<file path="src/rtl/info_key_pkg.sv">
package info_key_pkg;
    localparam int WORD_W    = 32;
    localparam int ADDR_W    = 8;
    localparam int KEY_COUNT = 3;

    typedef enum logic [1:0] {
        ST_LOCKED  = 2'd0,
        ST_KEY1_OK = 2'd1,
        ST_KEY2_OK = 2'd2,
        ST_OPEN    = 2'd3
    } seq_state_t;

    function automatic logic [WORD_W-1:0] key_word(input int idx);
        case (idx)
            0:       return 32'h3A7F_5CA3;
            1:       return 32'hA1E3_4F20;
            default: return 32'h9608_B2C1;
        endcase
    endfunction
endpackage

</file>
<file path="src/rtl/info_key_match.sv">
module info_key_match
    import info_key_pkg::*;
(
    input  logic [WORD_W-1:0]    wdata,
    output logic [KEY_COUNT-1:0] is_key
);
    for (genvar g = 0; g < KEY_COUNT; g++) begin : g_cmp
        assign is_key[g] = (wdata == key_word(g));
    end
endmodule

</file>
<file path="src/rtl/info_key_seq_fsm.sv">
module info_key_seq_fsm
    import info_key_pkg::*;
(
    input  logic                 clk,
    input  logic                 rst_n,
    input  logic                 hit,
    input  logic [KEY_COUNT-1:0] is_key,
    output logic                 access_en
);
    seq_state_t state_q, state_d;

    always_comb begin
        state_d = state_q;
        if (hit) begin
            unique case (state_q)
                ST_LOCKED:  state_d = is_key[0] ? ST_KEY1_OK : ST_LOCKED;
                ST_KEY1_OK: state_d = is_key[1] ? ST_KEY2_OK :
                                      (is_key[0] ? ST_KEY1_OK : ST_LOCKED);
                ST_KEY2_OK: state_d = is_key[2] ? ST_OPEN :
                                      (is_key[0] ? ST_KEY1_OK : ST_LOCKED);
                ST_OPEN:    state_d = ST_LOCKED;
                default:    state_d = ST_LOCKED;
            endcase
        end
    end

    always_ff @(posedge clk) begin
        if (!rst_n) state_q <= ST_LOCKED;
        else        state_q <= state_d;
    end

    always_comb begin
        access_en = (state_q == ST_OPEN);
    end

    // access only opens after the third key word arrives in step two
    assert_open_after_third_R2: assert property (@(posedge clk) disable iff (!rst_n)
        $rose(access_en) |-> $past(hit && is_key[2] && state_q == ST_KEY2_OK));

    // a non-key word in step one aborts to the start state
    assert_abort_step1_R3: assert property (@(posedge clk) disable iff (!rst_n)
        (state_q == ST_KEY1_OK && hit && !is_key[1] && !is_key[0]) |=> state_q == ST_LOCKED);

    // any write while open closes access
    assert_relock_R5: assert property (@(posedge clk) disable iff (!rst_n)
        (access_en && hit) |=> (!access_en && state_q == ST_LOCKED));

    // no hit, no change
    assert_hold_no_hit_R6: assert property (@(posedge clk) disable iff (!rst_n)
        !hit |=> $stable(state_q));
endmodule

</file>
<file path="src/rtl/info_key_unlock.sv">
module info_key_unlock
    import info_key_pkg::*;
#(
    parameter logic [ADDR_W-1:0] KEY_OFFSET = 8'h40
) (
    input  logic              clk,
    input  logic              rst_n,
    input  logic              bus_wr,
    input  logic [ADDR_W-1:0] bus_addr,
    input  logic [WORD_W-1:0] bus_wdata,
    output logic [WORD_W-1:0] bus_rdata,
    output logic              info_access_en
);
    logic                 hit;
    logic [KEY_COUNT-1:0] is_key;

    assign hit       = bus_wr && (bus_addr == KEY_OFFSET);
    assign bus_rdata = '0;

    info_key_match u_match (
        .wdata  (bus_wdata),
        .is_key (is_key)
    );

    info_key_seq_fsm u_fsm (
        .clk       (clk),
        .rst_n     (rst_n),
        .hit       (hit),
        .is_key    (is_key),
        .access_en (info_access_en)
    );
endmodule

</file>
<file path="config.mk">
export PLATFORM = sky130hd
export DESIGN_NAME = info_key_unlock
export DESIGN_NICKNAME = d
export VERILOG_FILES = /design/src/rtl/info_key_pkg.sv /design/src/rtl/info_key_match.sv /design/src/rtl/info_key_seq_fsm.sv /design/src/rtl/info_key_unlock.sv
export SDC_FILE = /design/constraint.sdc
export NUM_CORES = 1
export LEC_CHECK = 0
export ABC_AREA = 1
export BUFFER_PORTS_ARGS = -buffer_cell sky130_fd_sc_hd__buf_2
export CAP_MARGIN = 20
export CORE_MARGIN = 3
export CORE_UTILIZATION = 40
export CTS_CLUSTER_SIZE = 12
export DETAILED_ROUTE_END_ITERATION = 8
export PLACE_DENSITY = 0.88
export SLEW_MARGIN = 10
export SYNTH_ARGS = -nofsm -noshare
export SYNTH_HDL_FRONTEND = slang
export SYNTH_SLANG_ARGS = --single-unit
export TNS_END_PERCENT = 5
</file>
<file path="constraint.sdc">
create_clock -name clk -period 2.3 [get_ports clk]
set_input_delay 0.345 -clock clk [delete_from_list [all_inputs] [get_ports clk]]
set_output_delay 0.345 -clock clk [all_outputs]
set_load 0.1 [all_outputs]
</file>
== Word-level counts from Yosys, hierarchy flattened ==
Cells that the tools add are included.

* Input bits: 43
* Bits in registers: 2
* Output and inout port bits: 33

* Reduce and logical (&&, ||, !) cells: 2
* Equality and inequality tests: 7
* Mux-type cells: 4

{| class="wikitable"
|+ Operators by type and width
! operator !! number
|-
| equality test 32 bit (second input constant) || 2
|-
| equality test 32 x 30 -> 1 bit (second input constant) || 1
|-
| equality test 8 x 7 -> 1 bit (second input constant) || 1
|-
| one-hot mux 2 bit (4 select lines) || 1
|-
| equality test 2 bit (second input constant) || 2
|-
| 2-to-1 mux 2 bit || 2
|-
| equality test 2 x 1 -> 1 bit (second input constant) || 1
|-
| zero test 2 bit || 1
|-
| logical AND 1 bit || 1
|-
| 2-to-1 mux 1 bit || 1
|}

== Depth between registers and ports, before layout ==
Gate-level depths: netlist of the first run.

* Depth after elaboration: 4
* Gate-level depth with buffers: 10
* Depth with buffers taken out: 10

== Hierarchy ==
A second synthesis of the first run with hierarchy kept.

* Cell total of the unflattened synthesis: 166
* Area total of the unflattened synthesis: 805.8 um2

{| class="wikitable"
|+ By module, submodules not included
! module !! cells each !! area an instance (um2) !! instances
|-
| info_key_match || 104 || 405.4 || 1
|-
| info_key_unlock || 41 || 279.0 || 1
|-
| info_key_seq_fsm || 21 || 121.4 || 1
|}

== Worst setup path after synthesis of the first run ==
OpenSTA, ideal clock, no wires.

* Kind: register to output
* Start: register u_fsm.state_q[1]
* End: output info_access_en
* Cell stages (with the launch flop): 3
* Path slack: 0.956 ns
* Required time: 1.955 ns
* Arrival time: 0.999 ns
* Cell sequence: dfxtp_1 > nand2_1 > inv_1

* Longest elaborated chain between the ends: 1

{| class="wikitable"
|+ Ends and longest elaborated chain
! what !! RTL line !! text
|-
| from (decl) || info_key_seq_fsm.sv:10 || <nowiki>seq_state_t state_q, state_d;</nowiki>
|-
| from (signal assigned) || info_key_seq_fsm.sv:29 || <nowiki>else state_q <= state_d;</nowiki>
|-
| equality test 2 bit || info_key_seq_fsm.sv:33 || <nowiki>access_en = (state_q == ST_OPEN);</nowiki>
|-
| to (decl) || info_key_unlock.sv:12 || <nowiki>output logic info_access_en</nowiki>
|}

No other way between the ends.

== Worst setup path after layout of the first run ==
Ends and elaborated chain as after synthesis.

==> results of run 1 <==
-- final timing paths --
path | from | endpoint | depth (start not counted)
max | u_fsm.state_q[1] | info_access_en | 3
min | rst_n | u_fsm.state_q[0] | 3
max reg2reg | u_fsm.state_q[1] | u_fsm.state_q[0] | 6
min reg2reg | u_fsm.state_q[0] | u_fsm.state_q[0] | 2
-- worst max-delay path, stage by stage (launching register included) --
cell and delay (ps):
sky130_fd_sc_hd__dfxtp_1 370, sky130_fd_sc_hd__nand2_1 70, sky130_fd_sc_hd__inv_1 40, sky130_fd_sc_hd__buf_2 410
-- final cells by class --
| cell class | instances | area share, % |
|---|---|---|
| clock buffer | 3 | 2.30 |
| inverter | 38 | 14.6 |
| multi-input combinational | 132 | 53.8 |
| sequential | 2 | 4.09 |
| tap | 25 | 3.20 |
| timing repair buffer | 43 | 22.0 |
-- cells by family after synthesis --
group	Yosys count
buffers and inverters	70
and+or+nand+nor	96
AOI/OAI and AO/OA	4
other	1
DFF	2
-- cells in the mapped netlist --
master,n,share of area [%]
sky130_fd_sc_hd__nand2_1,59,27
sky130_fd_sc_hd__inv_1,38,17
sky130_fd_sc_hd__buf_4,32,29
sky130_fd_sc_hd__nor2_1,29,13
sky130_fd_sc_hd__nor2_2,3,2.3
sky130_fd_sc_hd__dfxtp_1,2,4.8
sky130_fd_sc_hd__nand3_1,2,1.2
sky130_fd_sc_hd__o21ai_0,2,1.2
sky130_fd_sc_hd__a21oi_2,1,1.1
sky130_fd_sc_hd__conb_1,1,0.45
sky130_fd_sc_hd__nand4_1,1,0.75
sky130_fd_sc_hd__nor3_1,1,0.60
sky130_fd_sc_hd__nor3_2,1,1.2
sky130_fd_sc_hd__o21bai_1,1,0.90
-- per-layer routing --
metal | GRT usage [%] | vias to the layer above | wire (µm)
met1 | 15.3 | 338 | 738
met2 | 18.2 | 40 | 783
met3 | 2.29 | 0 | 186
li1 | - | 517 | -
met5 | 0 | - | 0
met4 | 2.62 | 0 | 0
-- power by group through the flow --
| stage | Combinational [mW] | Clock (mW) | Sequential (mW) |
|---|---|---|---|
| after floorplan | 0.301 | 0 | 0.0355 |
| after global placement | 0.303 | 0 | 0.0356 |
| after detailed placement | 0.304 | 0 | 0.0356 |
| after CTS | 0.304 | 0.0804 | 0.0351 |
| after global routing | 0.320 | 0.0839 | 0.0351 |
| final | 0.305 | 0.0779 | 0.0351 |
-- cell usage in the layout (no fill, tap or decap) --
cell / instances
sky130_fd_sc_hd__dfxtp_1: 2
sky130_fd_sc_hd__clkbuf_4: 3
sky130_fd_sc_hd__inv_1: 38
sky130_fd_sc_hd__a21oi_2: 1
sky130_fd_sc_hd__buf_2: 43
sky130_fd_sc_hd__conb_1: 32
sky130_fd_sc_hd__nor2_2: 3
sky130_fd_sc_hd__nand4_1: 1
sky130_fd_sc_hd__nor3_1: 1
sky130_fd_sc_hd__o21bai_1: 1
sky130_fd_sc_hd__nand3_1: 2
sky130_fd_sc_hd__o21ai_0: 2
sky130_fd_sc_hd__nor2_1: 29
sky130_fd_sc_hd__nand2_1: 59
sky130_fd_sc_hd__nor3_2: 1
==> results.md, run 1 <==
- For the finished layout, the period the worst path requires is about 1500 ps.
- The run finished with clean final reports.
- The number of cells in the finished layout apart from fillers is roughly 240.
- For the final routed database, the setup TNS stands at 0 ps.
- The number of instances in the placed design is between 200 and 250.
- After clock tree synthesis, the setup repair step added 0 buffers.
- Once detailed placement completed, the half-perimeter wirelength came to between 1.5 and 2 mm.
- The largest net degree at the start of global routing is 6.
- The completed layout was analyzed and its total power is roughly 420 µW.
- The endpoint arrival time on the critical path is ~1100 ps.
- Setup repair after global routing left no endpoint under its margin.
- Once layout is complete, the utilization of the core stands at between 50% and 60%.
- The largest registers in the layout are u_fsm.state_q x2.
- Multiplexer cells account for 0% of the synthesized area.
- The fraction of power consumed by sequential logic is around 8.4%.
- The total wire length is about 1.7 mm.
- At the placement stage, the worst setup path has a slack of ~1100 ps.
- The cell internal power dissipation is 132 µW.
- The number of pins with negative max-slew slack in the final report was 0.
- With fillers left out, the area of the finished cells amounts to slightly below 1000 µm².
- The analysis attributes to net switching a power of ~290 µW.
- The number of clock buffers inserted by TritonCTS is 3.
- The largest clock skew in the final design is approximately 4.2 ps.
- The die boundary width is about 52 µm.
- The placed cell area is 956 µm².
- 76 I/O pins were placed.
- For this run, the number of Yosys warnings is 0.
- The synthesized-area fraction occupied by ao, oa, aoi and oai cells is about 3.2%.
- The filler cells instantiated in the layout total 223.
- The die outline height is around 52 µm.
- The share of power burned in the clock network is a little under a fifth.
- The minimum setup slack among reg-to-reg paths is 1240 ps.
- Before antenna repair, the detailed router went through 4 iterations.
- TritonCTS built the clock tree.
- The combinational family with the most area after synthesis is buffers and inverters.
- In this run the deepest clock path goes through 2 buffers.
- The total via count after detailed routing is just under 900.
- The total power divided by cell area is 428 nW/µm².
- The final-report hold violation count is 0.
- The clock insertion delay at the later pin of the skew report is 230 ps.
- The per-cell routed wire length is roughly 7.0 µm.
- The die covers ~2700 µm².
- The synthesized area is approximately 830 µm².
- The synthesized area per cell is around 4.8 µm².
- In the final layout, the multi-input gates occupy roughly 530 µm².
- The achievable frequency is approximately 690 MHz.
- The register cell area after layout is ~40 µm².
- The minimum hold slack is 391 ps.
- The worst min-delay path class is in -> reg.
- The register with the most flip-flops in the layout has 2 of them.
- The via count of the first global-routing pass is approximately 640.
- The total leakage power is about 0.66 nW.
- The post-synthesis xor/xnor area fraction is 0%.
- Of the total synthesized cell area, the portion taken by AND, OR, NAND and NOR gates is a little under half.
- The period utilization is 63.4%.
- In this run, the combinational gates consume 73.0% of the power.
- For this run, the register share of the synthesized area comes to under 10%.
- In this run, post-CTS hold repair placed 0 buffers.
- The category of the critical setup timing path is reg -> out.
- The remaining antenna violation count after routing is 0.
- For this configuration, the core starts out at a cell density of between 40% and 50%.
- The global route total overflow is 0.
- In the post-route analysis, the smallest setup slack over all paths is roughly 840 ps.
- The first global-routing pass estimated between 2 and 2.5 mm of wire.
- The residual DRC count is 0.
- The ratio of cells with drive above 1 in the final layout is a little under a quarter.
- The CTS sink count is 2.
- After clock tree synthesis, the repair step resized 0 gates.
- The diode insertion count for antenna repair is 0.
- The total number of H-tree levels is 1.
- The gate count after technology mapping is ~170.
- The initial antenna violation count is 0.
- The required time at the worst-slack endpoint is about 2000 ps.
- The switching fraction of total power is 68.4%.
- The register with the most flip-flops is u_fsm.state_q.
- Across the run, the number of max-cap violations was 0.
- The count of state elements after synthesis is 2.
- The congestion estimate from routability-driven global placement came to 0.834.
- Global routing used a little under an eighth of the available tracks across all layers.
- The count of distinct cell types in the synthesized netlist is 14.
- After Yosys synthesis, full adders, half adders and majority gates account for 0% of the synthesized area.
- Row generation in the floorplan step produced 15 rows.
- The layout overhead on the synthesized area is 17.4%.
- The final setup violation count is 0.
- In this run the worst path has a maximum fanout of 5.
- The core region area is 1840 µm².
- The number of nets in the final layout is around 260.
- Clock-pin slew was measured on the worst setup and hold paths at roughly 30 ps.
- The nature of the critical path startpoint is a flop.
- The buffer cell driving the clock tree root is sky130_fd_sc_hd__clkbuf_4.
- The average vias per placed instance is between 3 and 4.
- The iteration-0 DRC count of the detailed router is 6.
- The number of input and output port buffers inserted is 43.
- The maximum ir drop on the vdd rail is approximately 0.00024 V.
- The worst setup path is captured at an output pin.
No activity file was read; power rests on OpenSTA's default activity.
==> run 2: changes to the inputs <==
--- a/config.mk
+++ b/config.mk
@@ -5,14 +5,14 @@
 export SDC_FILE = /design/constraint.sdc
 export NUM_CORES = 1
 export LEC_CHECK = 0
-export ABC_AREA = 1
+export ABC_AREA = 0
 export BUFFER_PORTS_ARGS = -buffer_cell sky130_fd_sc_hd__buf_2
 export CAP_MARGIN = 20
 export CORE_MARGIN = 3
-export CORE_UTILIZATION = 40
+export CORE_UTILIZATION = 31
 export CTS_CLUSTER_SIZE = 12
 export DETAILED_ROUTE_END_ITERATION = 8
-export PLACE_DENSITY = 0.88
+export PLACE_DENSITY = 0.81
 export SLEW_MARGIN = 10
 export SYNTH_ARGS = -nofsm -noshare
 export SYNTH_HDL_FRONTEND = slang
==> constraint.sdc (replaced) <==
create_clock -name clk -period 1.4 [get_ports clk]
set_input_delay 0.21 -clock clk [delete_from_list [all_inputs] [get_ports clk]]
set_output_delay 0.21 -clock clk [all_outputs]
set_load 0.1 [all_outputs]
==> results.md, run 2 <==
- The final reports fail on setup timing.
- The final setup violation count is 2 (+2).
- The global route total overflow is 0 (unchanged).
- The core region area is 1760 µm² (-4.1%).
- The worst slack at placement is -412 ps (-1470 ps).
- The nature of the critical path startpoint is an input pin.
- The number of standard-cell rows in the floorplan is 15 (unchanged).
- The number of instances in the placed design is 152 (-37%).
- The total power divided by cell area came to 809 nW/µm² (+89%).
- The total setup buffers inserted after CTS was 0 (unchanged).
- The largest clock skew in the final design is 0.523 ps (-3.68 ps).
- The most frequent standard cell in the layout excluding fill and tap cells is sky130_fd_sc_hd__buf_2.
- The switching power of the nets came to 447 µW (+56%).
- The diode insertion count for antenna repair was 0 (unchanged).
- The minimum hold slack is 251 ps (-140 ps).
- The register cell area after layout is 40.0 µm² (unchanged).
- Setup repair after global routing could not meet its margin everywhere.
- The number of input and output port buffers inserted is 43 (unchanged).
- The average vias per placed instance is 4.43 (+20%).
- The clock input transition at the sequential cells of the worst setup and hold paths is 30 ps (about the same).
- The area enclosed by the die boundary is 2450 µm² (-8.3%).
- The cell internal power dissipation is 214 µW (+62%).
- The category of the critical setup timing path is in -> reg.
- In this run the worst hold path is classified as in -> reg.
- The detailed placer's ending HPWL is 1.43 mm (-8.1%).
- In the layout the commonest cells are sky130_fd_sc_hd__buf_2, sky130_fd_sc_hd__conb_1, sky130_fd_sc_hd__buf_4.
- The synthesized area per cell is 7.41 µm² (+54%).
- The die outline height is 49.5 µm (-4.2%).
- The fraction of power consumed by sequential logic is 8.7% (+0.3 points).
- The tree is rooted in a sky130_fd_sc_hd__clkbuf_4.
- The per-cell routed wire length was 10.5 µm (+49%).
- The area taken by multi-input logic gates was 438 µm² (-17%).
- The first-pass GRT wire length is 2.49 mm (+3.7%).
- The number of clock buffers inserted by TritonCTS is 3 (unchanged).
- The CTS sink count is 2 (unchanged).
- The final-report hold violation count was 0 (unchanged).
- The worst-case setup margin in the final layout was -210 ps (-1050 ps).
- The count of state elements after synthesis came to 2 (unchanged).
- For this run, the leading register cell type out of synthesis is sky130_fd_sc_hd__dfxtp_1.
- The worst setup path is captured at a flop.
- The number of pins with negative max-slew slack in the final report is 0 (unchanged).
- The number of fill cells in the layout is 181 (-19%).
- The TritonCTS clock tree is yes.
- The via count of the first global-routing pass is 651 (+1.9%).
- The number of nets in the final layout is 175 (-33%).
- Yosys instantiated no cell more often than sky130_fd_sc_hd__buf_4.
- The utilization of the core after routing is 46.3% (-6.9 points).
- The share of power burned in the clock network came to 20.0% (+1.4 points).
- The largest net degree at the start of global routing is 5 (-1).
- The clock insertion delay at the later pin of the skew report is 230 ps (about the same).
- The initial antenna violation count came to 0 (unchanged).
- The share of the synthesized area in the top cell type is 41.0% (+12 points).
- The remaining antenna violation count after routing is 0 (unchanged).
- The hold buffer count at CTS came to 0 (unchanged).
- The shortest clock period the worst path allows after layout is 1610 ps.
- The residual DRC count is 0 (unchanged).
- The number of iterations in the first detailed-routing pass is 4 (unchanged).
- The combinational power share was 71.3% (-1.7 points).
- The run finished, with violations left.
- The final weighted congestion of routability-driven global placement is 0.746 (-11%).
- Timing would allow up to approximately 620 MHz.
- The number of synthesized flops with an enable pin was 0 (unchanged).
- The die boundary width came to 49.5 µm (-4.2%).
- The highest net fanout along the worst path came to 2 (-3).
- The required time at the worst-slack endpoint is 1570 ps (-390 ps).
- The number of synthesis warnings is 0 (unchanged).
- After synthesis, the cell types taking the most area are sky130_fd_sc_hd__buf_4, sky130_fd_sc_hd__dfxtp_1, sky130_fd_sc_hd__nand4b_1.
- The layout overhead on the synthesized area is 39.5%.
- The iteration-0 DRC count of the detailed router is 7 (+1).
- The sequential-to-total area share from yosys stat is 6.84% (+2.0 points).
- The register with the most flip-flops is u_fsm.state_q.
- The count of distinct cell types in the synthesized netlist was 26 (+12).
- The total number of H-tree levels is 1 (unchanged).
- The period utilization is 115%.
- The total via count after detailed routing is 686 (-23%).
- The number of cells in the finished layout apart from fillers came to 155 (-36%).
- The number of max-capacitance violations reported came to 0 (unchanged).
- In the final layout, the registers with the most flip-flops are u_fsm.state_q x2.
- The endpoint arrival time on the critical path is 1780 ps (+670 ps).
- The total leakage power was 0.422 nW (-36%).
- The commonest cells after synthesis are sky130_fd_sc_hd__buf_4, sky130_fd_sc_hd__nand3_1, sky130_fd_sc_hd__nor2_1.
- The ratio of cells with drive above 1 in the final layout came to 43.8% (+20 points).
- The gate count after technology mapping is 79 (-54%).
- The number of placed I/O pins was 76 (unchanged).
- The effective utilization at floorplan came to 33.2% (-12 points).
- Summed over all instances, the cell type with the most area after synthesis is sky130_fd_sc_hd__buf_4.
- The maximum ir drop on the vdd rail came to 0.000450 V (+89%).
- The global-route total usage across every layer was 13.2% (+1.9 points).
- The switching fraction of total power is 67.6% (-0.72 points).
- The share of synthesized flip-flops with an asynchronous set or reset is 0% (unchanged).
- The total wire length is 1.63 mm (-4.7%).
- The synthesized area is 586 µm² (-30%).
- The largest buffer count on any clock path was 2 (unchanged).
- The flip-flop count of the largest register after layout is 2 (unchanged).
## run 2: cell types whose count changed after synthesis, sizes merged, moves of 2 or more
cell,before,now
inv,38,1
nand4,1,3
nor4b,0,3
nor2,32,5
nand3,2,5
nand4b,0,3
nor2b,0,2
nand4bb,0,2
or4b,0,2
nor4,0,4
nand2,59,2
## run 2: timing repair
action / in CTS / in global routing
gates resized for setup: 1 / 4
setup endpoints to repair: 2 / 2
endpoints found under the hold margin: 0 / 0
pin swaps: 0 / 3
## run 2: worst max-delay path: stages
cell	delay, ps
sky130_fd_sc_hd__buf_6	90
sky130_fd_sc_hd__or4b_4	520
sky130_fd_sc_hd__or4b_4	540
sky130_fd_sc_hd__nor3_4	200
sky130_fd_sc_hd__o221ai_1	140
sky130_fd_sc_hd__nand3_1	80
## run 2: worst paths after layout
kind	from	endpoint	depth (start not counted)	slack, ps
max	bus_wdata[11]	u_fsm.state_q[0]	6	-210
min	rst_n	u_fsm.state_q[1]	3	250
max reg2reg	u_fsm.state_q[0]	u_fsm.state_q[0]	5	-30
min reg2reg	u_fsm.state_q[0]	u_fsm.state_q[0]	3	590
## run 2: per-layer routing
layer  global-route usage (%)  wire [µm]  vias to the layer above
met5                        0          0                        -
li1                         -          -                      330
met4                     6.91         17                        0
met2                     23.9        825                       48
met1                     12.9        561                      306
met3                     4.83        224                        2
## run 2: cell families after synthesis
group	share of synthesized area, %
simple gates	47.0
compound gates	3.85
other cells	0.640
buf+inv	41.7
flops	6.84
## run 2: area by class of cell
type	instances	area share, %
inverters	1	0.459
repair buffers	49	34.5
flip-flops and latches	2	4.90
clock buffers	3	2.76
well taps	25	3.83
multi-input cells	75	53.6
## run 2: power by group through the flow
stage,sequential [mW],combinational (mW),clock [mW]
6_report,0.0575,0.471,0.132
5_1_grt,0.0575,0.485,0.147
4_1_cts,0.0576,0.466,0.135
3_5_place_dp,0.0583,0.464,0
3_3_place_gp,0.0583,0.460,0
2_1_floorplan,0.0583,0.459,0
## run 2: through the flow
step | power (mW) | TNS (ps) | cell area, µm²
global route | 0.689 | -561 | 817
global placement | 0.518 | -685 | 768
detailed placement | 0.522 | -820 | 768
CTS | 0.659 | -323 | 797
finish | 0.661 | -400 | 817
floorplan | 0.517 | -412 | 702
